==> src/rtl/pwm8_pkg.sv <==
package pwm8_pkg;
    localparam int STEP_W = 8;
    localparam int WORD_W = 32;

    typedef enum logic [1:0] {
        ST_IDLE = 2'd0,
        ST_LOW  = 2'd1,
        ST_HIGH = 2'd2
    } frame_state_t;
endpackage

==> src/rtl/pwm8_ctrl_reg.sv <==
module pwm8_ctrl_reg #(
    parameter int WORD_W  = 32,
    parameter int FIELD_W = 8
) (
    input  logic               clk,
    input  logic               rst,
    input  logic               wr_en,
    input  logic [WORD_W-1:0]  wr_data,
    output logic               en,
    output logic [FIELD_W-1:0] reload,
    output logic [FIELD_W-1:0] duty,
    output logic [WORD_W-1:0]  rd_data
);
    localparam int PAD_W = WORD_W - 1 - 2 * FIELD_W;

    logic unused_hi;
    assign unused_hi = ^wr_data[WORD_W-2:2*FIELD_W];

    always_ff @(posedge clk) begin
        if (rst) begin
            en     <= 1'b0;
            reload <= '0;
            duty   <= '0;
        end else if (wr_en) begin
            en     <= wr_data[WORD_W-1];
            reload <= wr_data[2*FIELD_W-1:FIELD_W];
            duty   <= wr_data[FIELD_W-1:0];
        end
    end

    assign rd_data = {en, {PAD_W{1'b0}}, reload, duty};

    // readback reflects the word just written, with the padding bits forced to zero
    p_readback_r1: assert property (@(posedge clk) disable iff (rst)
        wr_en |=> (rd_data == {$past(wr_data[WORD_W-1]), {PAD_W{1'b0}},
                               $past(wr_data[2*FIELD_W-1:0])}));
endmodule

==> src/rtl/pwm8_prediv.sv <==
module pwm8_prediv #(
    parameter int DIV_W = 8
) (
    input  logic             clk,
    input  logic             rst,
    input  logic             run,
    input  logic [DIV_W-1:0] reload,
    output logic             tick
);
    logic [DIV_W-1:0] cnt;
    logic [DIV_W-1:0] term;

    // Subtracting one wraps a divisor of 0 to all ones, i.e. 2**DIV_W clocks per step
    assign term = reload - {{(DIV_W-1){1'b0}}, 1'b1};
    assign tick = run && (cnt == term);

    always_ff @(posedge clk) begin
        if (rst || !run) begin
            cnt <= '0;
        end else if (cnt == term) begin
            cnt <= '0;
        end else begin
            cnt <= cnt + {{(DIV_W-1){1'b0}}, 1'b1};
        end
    end

    // the count never passes the terminal value while the divisor is steady
    p_cnt_bound_r2: assert property (@(posedge clk) disable iff (rst)
        (run && $stable(reload)) |-> (cnt <= term));
    // each tick begins a fresh step
    p_tick_restart_r2: assert property (@(posedge clk) disable iff (rst)
        tick |=> (cnt == '0));
    // an idle pre-divider sits at zero
    p_idle_zero_r6: assert property (@(posedge clk) disable iff (rst)
        !run |=> (cnt == '0));
endmodule

==> src/rtl/pwm8_frame_fsm.sv <==
module pwm8_frame_fsm
    import pwm8_pkg::*;
#(
    parameter int W = 8
) (
    input  logic         clk,
    input  logic         rst,
    input  logic         active,
    input  logic         tick,
    input  logic [W-1:0] reload_in,
    input  logic [W-1:0] duty_in,
    output logic [W-1:0] reload_sh,
    output logic         run,
    output logic         pwm_high
);
    frame_state_t state, nxt;
    logic [W-1:0] step;
    logic [W-1:0] duty_sh;
    logic [W-1:0] step_inc;
    logic         frame_end;

    assign step_inc  = step + {{(W-1){1'b0}}, 1'b1};
    assign frame_end = tick && (step == {W{1'b1}});

    always_comb begin
        nxt = state;
        if (!active) begin
            nxt = ST_IDLE;                                  // STOP
        end else begin
            unique case (state)
                ST_IDLE: nxt = ST_LOW;                      // START
                ST_LOW:  if (tick && step_inc == duty_sh) nxt = ST_HIGH;  // REACH
                ST_HIGH: if (frame_end) nxt = ST_LOW;       // WRAP
                default: nxt = ST_IDLE;
            endcase
        end
    end

    always_ff @(posedge clk) begin
        if (rst) state <= ST_IDLE;
        else     state <= nxt;
    end

    always_ff @(posedge clk) begin
        if (rst) begin
            step      <= '0;
            duty_sh   <= '0;
            reload_sh <= '0;
        end else if (!active || state == ST_IDLE) begin
            step <= '0;
            if (active) begin
                duty_sh   <= duty_in;
                reload_sh <= reload_in;
            end
        end else begin
            if (tick) step <= step_inc;
            if (frame_end) begin
                duty_sh   <= duty_in;
                reload_sh <= reload_in;
            end
        end
    end

    always_comb begin
        run      = active && (state != ST_IDLE);
        pwm_high = (state == ST_HIGH);
    end

    // activation leads to the low phase at step 0
    p_start_low_r7: assert property (@(posedge clk) disable iff (rst)
        (state == ST_IDLE && active) |=> (state == ST_LOW && step == '0));
    // the output rises exactly when the step count meets the low-time value
    p_rise_at_duty_r3: assert property (@(posedge clk) disable iff (rst)
        $rose(pwm_high) |-> (step == duty_sh));
    // the high phase lasts until the frame wraps
    p_high_hold_r3: assert property (@(posedge clk) disable iff (rst)
        (state == ST_HIGH && active && !frame_end) |=> (state == ST_HIGH));
    // shadow values hold inside a running frame
    p_shadow_hold_r8: assert property (@(posedge clk) disable iff (rst)
        (state != ST_IDLE && active && !frame_end) |=> ($stable(duty_sh) && $stable(reload_sh)));
endmodule

==> src/rtl/pwm8_prescaled.sv <==
module pwm8_prescaled
    import pwm8_pkg::*;
#(
    parameter int DATA_W = WORD_W,
    parameter int FW     = STEP_W
) (
    input  logic              clk,
    input  logic              rst,
    input  logic              wr_en,
    input  logic [DATA_W-1:0] wr_data,
    output logic [DATA_W-1:0] rd_data,
    output logic              pwm_out
);
    logic          en;
    logic [FW-1:0] reload;
    logic [FW-1:0] duty;
    logic [FW-1:0] reload_sh;
    logic          active;
    logic          run;
    logic          tick;
    logic          pwm_high;

    pwm8_ctrl_reg #(.WORD_W(DATA_W), .FIELD_W(FW)) i_ctrl (
        .clk(clk), .rst(rst), .wr_en(wr_en), .wr_data(wr_data),
        .en(en), .reload(reload), .duty(duty), .rd_data(rd_data)
    );

    assign active = en && (duty != '0);

    pwm8_prediv #(.DIV_W(FW)) i_prediv (
        .clk(clk), .rst(rst), .run(run), .reload(reload_sh), .tick(tick)
    );

    pwm8_frame_fsm #(.W(FW)) i_fsm (
        .clk(clk), .rst(rst), .active(active), .tick(tick),
        .reload_in(reload), .duty_in(duty), .reload_sh(reload_sh),
        .run(run), .pwm_high(pwm_high)
    );

    assign pwm_out = pwm_high;

    // a disabled channel or a zero low-time value forces the output low
    p_off_low_r5: assert property (@(posedge clk) disable iff (rst)
        !active |=> !pwm_out);
    // reset clears the output and the readback
    p_reset_clear_r9: assert property (@(posedge clk)
        rst |=> (!pwm_out && rd_data == '0));
endmodule

==> config.mk <==
export PLATFORM = sky130hd
export DESIGN_NAME = pwm8_prescaled
export DESIGN_NICKNAME = d
export VERILOG_FILES = /design/src/rtl/pwm8_pkg.sv /design/src/rtl/pwm8_ctrl_reg.sv /design/src/rtl/pwm8_prediv.sv /design/src/rtl/pwm8_frame_fsm.sv /design/src/rtl/pwm8_prescaled.sv
export SDC_FILE = /design/constraint.sdc
export NUM_CORES = 1
export LEC_CHECK = 0
export BUFFER_PORTS_ARGS = -buffer_cell sky130_fd_sc_hd__buf_2
export CORE_MARGIN = 4
export CORE_UTILIZATION = 30
export CTS_BUF_LIST = sky130_fd_sc_hd__clkbuf_4 sky130_fd_sc_hd__clkbuf_8
export CTS_CLUSTER_DIAMETER = 30
export DETAILED_ROUTE_END_ITERATION = 12
export PLACE_DENSITY_LB_ADDON = 0.2
export SYNTH_ARGS = -nofsm -noshare
export SYNTH_HDL_FRONTEND = slang
export SYNTH_SLANG_ARGS = --single-unit
==> constraint.sdc <==
create_clock -name clk -period 2.6 [get_ports clk]
set_input_delay 0.52 -clock clk [delete_from_list [all_inputs] [get_ports clk]]
set_output_delay 0.52 -clock clk [all_outputs]
set_load 0.005 [all_outputs]
Word level (Yosys, flattened, before mapping)

Cells that the tools add are included.

Bits in registers: 51
Latch bits: 0
Memory bits (writable): 0
ROM bits: 0
Output and inout port bits: 33
Word-level logic and storage cells: 47
Memories: 0

Add/sub/neg operators: 3
Multiply operators: 0
Div/mod/pow operators: 0
Magnitude comparators: 0
Equality and inequality tests: 8
Shift-type cells: 0
Multiplexer cells: 9
Bitwise gates (word level): 1
Reduce and logical (&&, ||, !) cells: 18

Operators by type and width:

| cell                                                                     | count |
|---|---|
| 8-bit two-way mux                                                        | 6 |
| 8-bit by 1-bit adder with 8-bit output (second input constant)           | 2 |
| 8-bit equality test                                                      | 2 |
| 8-bit equality test (second input constant)                              | 1 |
| 8-bit nonzero test                                                       | 1 |
| 8-bit by 1-bit subtractor with 8-bit output (second input constant)      | 1 |
| 2-bit by 1-bit inequality test with 1-bit output (second input constant) | 3 |
| 2-bit case mux with 3 select lines                                       | 1 |
| 2-bit OR reduction                                                       | 3 |
| 1-bit logical AND                                                        | 5 |
| 2-bit two-way mux                                                        | 2 |
| 2-bit AND reduction                                                      | 2 |
| 2-bit nonzero test                                                       | 2 |
| 2-bit by 1-bit equality test with 1-bit output (second input constant)   | 1 |
| 2-bit equality test (second input constant)                              | 1 |
| 1-bit zero test                                                          | 2 |
| 2-bit zero test                                                          | 1 |
| 1-bit logical OR                                                         | 2 |
| 1-bit NOT                                                                | 1 |

Depth between registers and ports, before layout

Depth in word-level cells: 7
Gate-level depth with buffers: 10
Mapped depth without buffers: 8

Hierarchy

Synthesis repeated with hierarchy kept, for this count alone.

Cells, all modules: 304
Area total of the unflattened synthesis: 2,767.7 um^2

Modules (own cells, without submodules):

| module         | instances | cells an instance | area an instance (um^2) | sequential area each (um^2) |
|---|---|---|---|---|
| pwm8_frame_fsm | 1         | 143               | 1,275.0                 | 520.5 |
| pwm8_ctrl_reg  | 1         | 88                | 858.3                   | 340.3 |
| pwm8_prediv    | 1         | 70                | 614.3                   | 160.2 |
| pwm8_prescaled | 1         | 3                 | 20.0                    | 0.0 |

Worst setup path after synthesis

Ideal clock, no wire load.

Kind: register to register
Start: reg i_fsm.reload_sh[0]
End: reg i_fsm.duty_sh[0]
Library setup time: 72 ps
Data arrival time: 2,156 ps
Data required time: 2,528 ps
Path slack: 373 ps
Cell stages (with the launch flop): 11
Buffers on the path: 2
Path through: dfxtp_1 -> inv_1 -> ha_1 -> o21ba_1 -> a221oi_2 -> a41oi_2 -> nor4_2 -> or2_1 -> buf_6 -> buf_12 -> mux2i_1

Cells in the longest elaborated chain, start to end: 6

RTL lines:

| element                                     | RTL line             | text |
|---|---|---|
| from (decl)                                 | pwm8_frame_fsm.sv:12 | `output logic [W-1:0] reload_sh,` |
| from (signal assigned)                      | pwm8_frame_fsm.sv:53 | `reload_sh <= reload_in;` |
| from (signal assigned)                      | pwm8_frame_fsm.sv:59 | `reload_sh <= reload_in;` |
| 8-bit by 1-bit subtractor with 8-bit output | pwm8_prediv.sv:14    | `assign term = reload - {{(DIV_W-1){1'b0}}, 1'b1};` |
| 8-bit equality test                         | pwm8_prediv.sv:15    | `assign tick = run && (cnt == term);` |
| 1-bit logical AND                           | pwm8_prediv.sv:15    |  |
| 1-bit logical AND                           | pwm8_frame_fsm.sv:23 | `assign frame_end = tick && (step == {W{1'b1}});` |
| 2-bit nonzero test (no line)                | n/a                  |  |
| 2-bit AND reduction (no line)               | n/a                  |  |
| to (signal assigned)                        | pwm8_frame_fsm.sv:52 | `duty_sh <= duty_in;` |
| to (signal assigned)                        | pwm8_frame_fsm.sv:58 | `duty_sh <= duty_in;` |
| to (decl)                                   | pwm8_frame_fsm.sv:18 | `logic [W-1:0] duty_sh;` |

Every way passes these cells.
A chain may end at the register's enable or synchronous reset.

Final worst setup path

Start: reg i_fsm.reload_sh[0]
End: reg i_fsm.duty_sh[5]

The elaborated chain is that of the path after synthesis.

==> key figures <==
Logic synthesis
  – Number of synthesized flops with an enable pin: 0
  – Top_reg_cell synth: dfxtp_1
  – Netlist cell types: 52
  – Cells after Synth: 298
  – Synthesis-stage register bit count: 51
  – Synthesized area per cell: 9.22 um2
  – Synth area leaders: dfxtp_1 (37%), mux2i_1 (12%), nand2b_1 (7.3%)
  – Netlist Area Pre-Place: 2750 um2
  – Synth warnings: 0
  – Largest area contributor in the netlist: dfxtp_1
  – Register area share after synthesis: 0.372
  – Top cell type's share of synthesized area: 0.372
  – Post-synth ARST share: 0

Clock network
  – Hold-fix buffers at CTS: 0
  – Clock-pin slew on the worst setup and hold paths: 100 ps
  – Clock sinks: 51
  – CTS H-tree lvls: 2
  – CTS max path bufs: 2
  – Postcts setup bufs: 0
  – Clk Tree Root Cell: clkbuf_8
  – CTS tree: built
  – Post-CTS Resized: 0
  – Cts bufs inserted: 5
  – Clk_lat worst skew: roughly 300 ps

Power
  – Sw Ratio: 0.237
  – Net Switching: 0.000371 W
  – Clock group share of total power: 0.378
  – Internal Power: 0.00120 W
  – Power per cell area: 506 nW/um2
  – Combinational share of power: 0.097
  – VDD IR max: 0.000231 V
  – Static Leak: 1.26 nW
  – Sequential power share: 0.525

Cells and area
  – Layout Utilization: 0.352
  – # diodes: 0
  – Sequential Area: 1020 um2
  – Most common cell after layout, fill and taps aside: dfxtp_1
  – Area of the multi-input gates: 1570 um2
  – P&R area growth vs syn: 12.7%
  – Number of fill cells: 915
  – Share of layout cells above drive strength 1: 0.189
  – Final nets: 370
  – Commonest cells after routing, fill and taps aside: dfxtp_1 (51), nor2_1 (41), buf_2 (37), mux2i_1 (34), nand2b_1 (32)

Route
  – Total Wirelength: roughly 5300 um
  – DRT iter0 DRCs: 83
  – Drt pass-1 iters: 4
  – Via count: 1970
  – Detail Route Antenna Nets: 0
  – Drt drc: 0
  – Routed wl met2: between 2000 and 2500 um
  – WL met3: approximately 250 um
  – M1 WL: 2720 um
  – Mean number of vias per cell: 4.47
  – Routed length per instance: 12.1 um
  – Uppermost routed layer: met4

Placement
  – Hpwl dp: 3910 um
  – GPL Wtd Cong: between 0.7 and 0.8
  – I/O Buffers: 37

Critical path
  – CP delay by family, top: compound AO/OA/AOI/OAI gates
  – Critical Path Start Type: flop
  – CP Capture Type: flop
  – Max FO, Critical Path: 16
  – Slowest stage delay, CP: 390 ps
  – Worst path cell trace: inv_1 > ha_1 > o21ba_1 > a221oi_2 > a41oi_2 > nor4_2 > or2_1 > buf_12 > mux2i_1
  – Crit-path slowest cell: nor4_2
  – RR Startpoint: i_fsm.reload_sh[0]
  – Data arrival, critical path: 2570 ps
  – Buf+Inv Stages, Crit Path: 2
  – Worst Path Required: 2840 ps
  – Critical Path Source: i_fsm.reload_sh[0]
  – Worst Path Class, Setup: flop to flop

Global route
  – Aggregate global routing overflow: 0
  – Vias in the first global route: about 1800
  – First-pass GRT wire length: 9060 um
  – Pin count of the biggest net entering global routing: 50
  – Total Routing Usage GR: 0.100
  – Initial antenna violation count: 0

Timing
  – Final setup fails: 0
  – Tcrit/Tclk final: 0.899
  – RSZ-0062 raised after global routing: false
  – Final hold violation count: 0
  – Fmax: 428 MHz
  – Total negative slack: 0 ps
  – Final Max Tran Viols: 0
  – Final critical-path required period: about 2300 ps
  – Clk_skew: 5.24 ps

Floorplanning
  – CORE AREA: 8810 um2
  – Num ports: between 60 and 70
  – Rows: 34
  – Die width: 104 um
  – DIE HEIGHT: 104 um
  – Starting Density: 0.312
  – Die Area: roughly 11000 um2

Flow run
  – Max cap viols: 0

Hold path
  – Hold crit path type: input pin to flop
  – HP Start: wr_data[14]

Status
  – Outcome: complete, no violations
==> sequential cells by signal, indices dropped and copies added (netlist names) <==
name / count
i_ctrl.duty: 8
i_ctrl.reload: 8
i_fsm.duty_sh: 8
i_fsm.reload_sh: 8
i_fsm.step: 8
i_prediv.cnt: 8
i_fsm.state: 2
i_ctrl.en: 1
==> per-layer routing <==
metal,global-route usage,vias up
met5,0,-
met4,0.0351,0
met3,0.0205,9
met2,0.150,52
met1,0.142,862
li1,-,1047
==> worst min-delay path: stages <==
cell and delay, ps:
buf_2 70, mux2i_1 50, nor2_1 70
==> stage by stage <==
stage | instance area, um2 | hold slack (ps) | setup WS [ps] | total power, W | std cells
detailed placement | 2980 | 479 | 271 | 0.000995 | 433
floorplan | 2800 | 452 | 373 | 0.000964 | 312
global placement | 2980 | 478 | 327 | 0.000993 | 433
CTS | 3100 | 431 | 240 | 0.00160 | 441
global route | 3100 | 434 | 116 | 0.00164 | 441
finish | 3100 | 446 | 263 | 0.00157 | 441
==> synthesized netlist by cell type (2+ instances only) <==
library cell   n
dfxtp_1       51
nor2_1        41
mux2i_1       34
nand2b_1      32
buf_4         16
xor2_1        15
xnor2_1       14
clkbuf_1       8
nand2_1        7
nand3_1        7
a21oi_1        6
and3_1         6
inv_1          5
nor3_1         5
nor4_1         5
ha_1           3
o21ai_0        3
and2_1         2
buf_2          2
nand4_1        2
nor2b_1        2
or2b_1         2
==> power by group through the flow <==
stage / clock network (W) / registers, W / logic, W
after floorplan: 0 / 0.000839 / 0.000125
after global placement: 0 / 0.000841 / 0.000151
after detailed placement: 0 / 0.000842 / 0.000153
after CTS: 0.000620 / 0.000824 / 0.000153
after global routing: 0.000645 / 0.000828 / 0.000168
final: 0.000593 / 0.000823 / 0.000151
==> layout make-up <==
class / count / share of cell area
multi-input cells: 227 / 0.505
flip-flops and latches: 51 / 0.330
repair buffers: 42 / 0.0760
well taps: 108 / 0.0436
clock buffers: 6 / 0.0267
clock inverters: 2 / 0.0125
inverters: 5 / 0.00606
==> kinds of logic (layout without fill, tap and decap cells) <==
group                      count (synthesis)  count (layout)  synth area share
muxes                                     34              34             0.124
AOI/OAI and AO/OA                         21              21            0.0651
xor gates and xnor gates                  29              29            0.0924
other                                      1              15           0.00136
adders and majority gates                  3               3            0.0137
and+or+nand+nor                          125             125             0.254
DFF                                       51              51             0.372
buffers and inverters                     34              55            0.0779
==> final timing paths <==
path | end | slack, ps | cells after the start
worst max-delay path | i_fsm.duty_sh[5] | 260 | 9
worst max register to register | i_fsm.duty_sh[5] | 260 | 9
worst min register to register | i_fsm.duty_sh[0] | 490 | 2
worst min-delay path | i_ctrl.reload[6] | 450 | 3
(Power assumes the default switching activity.)
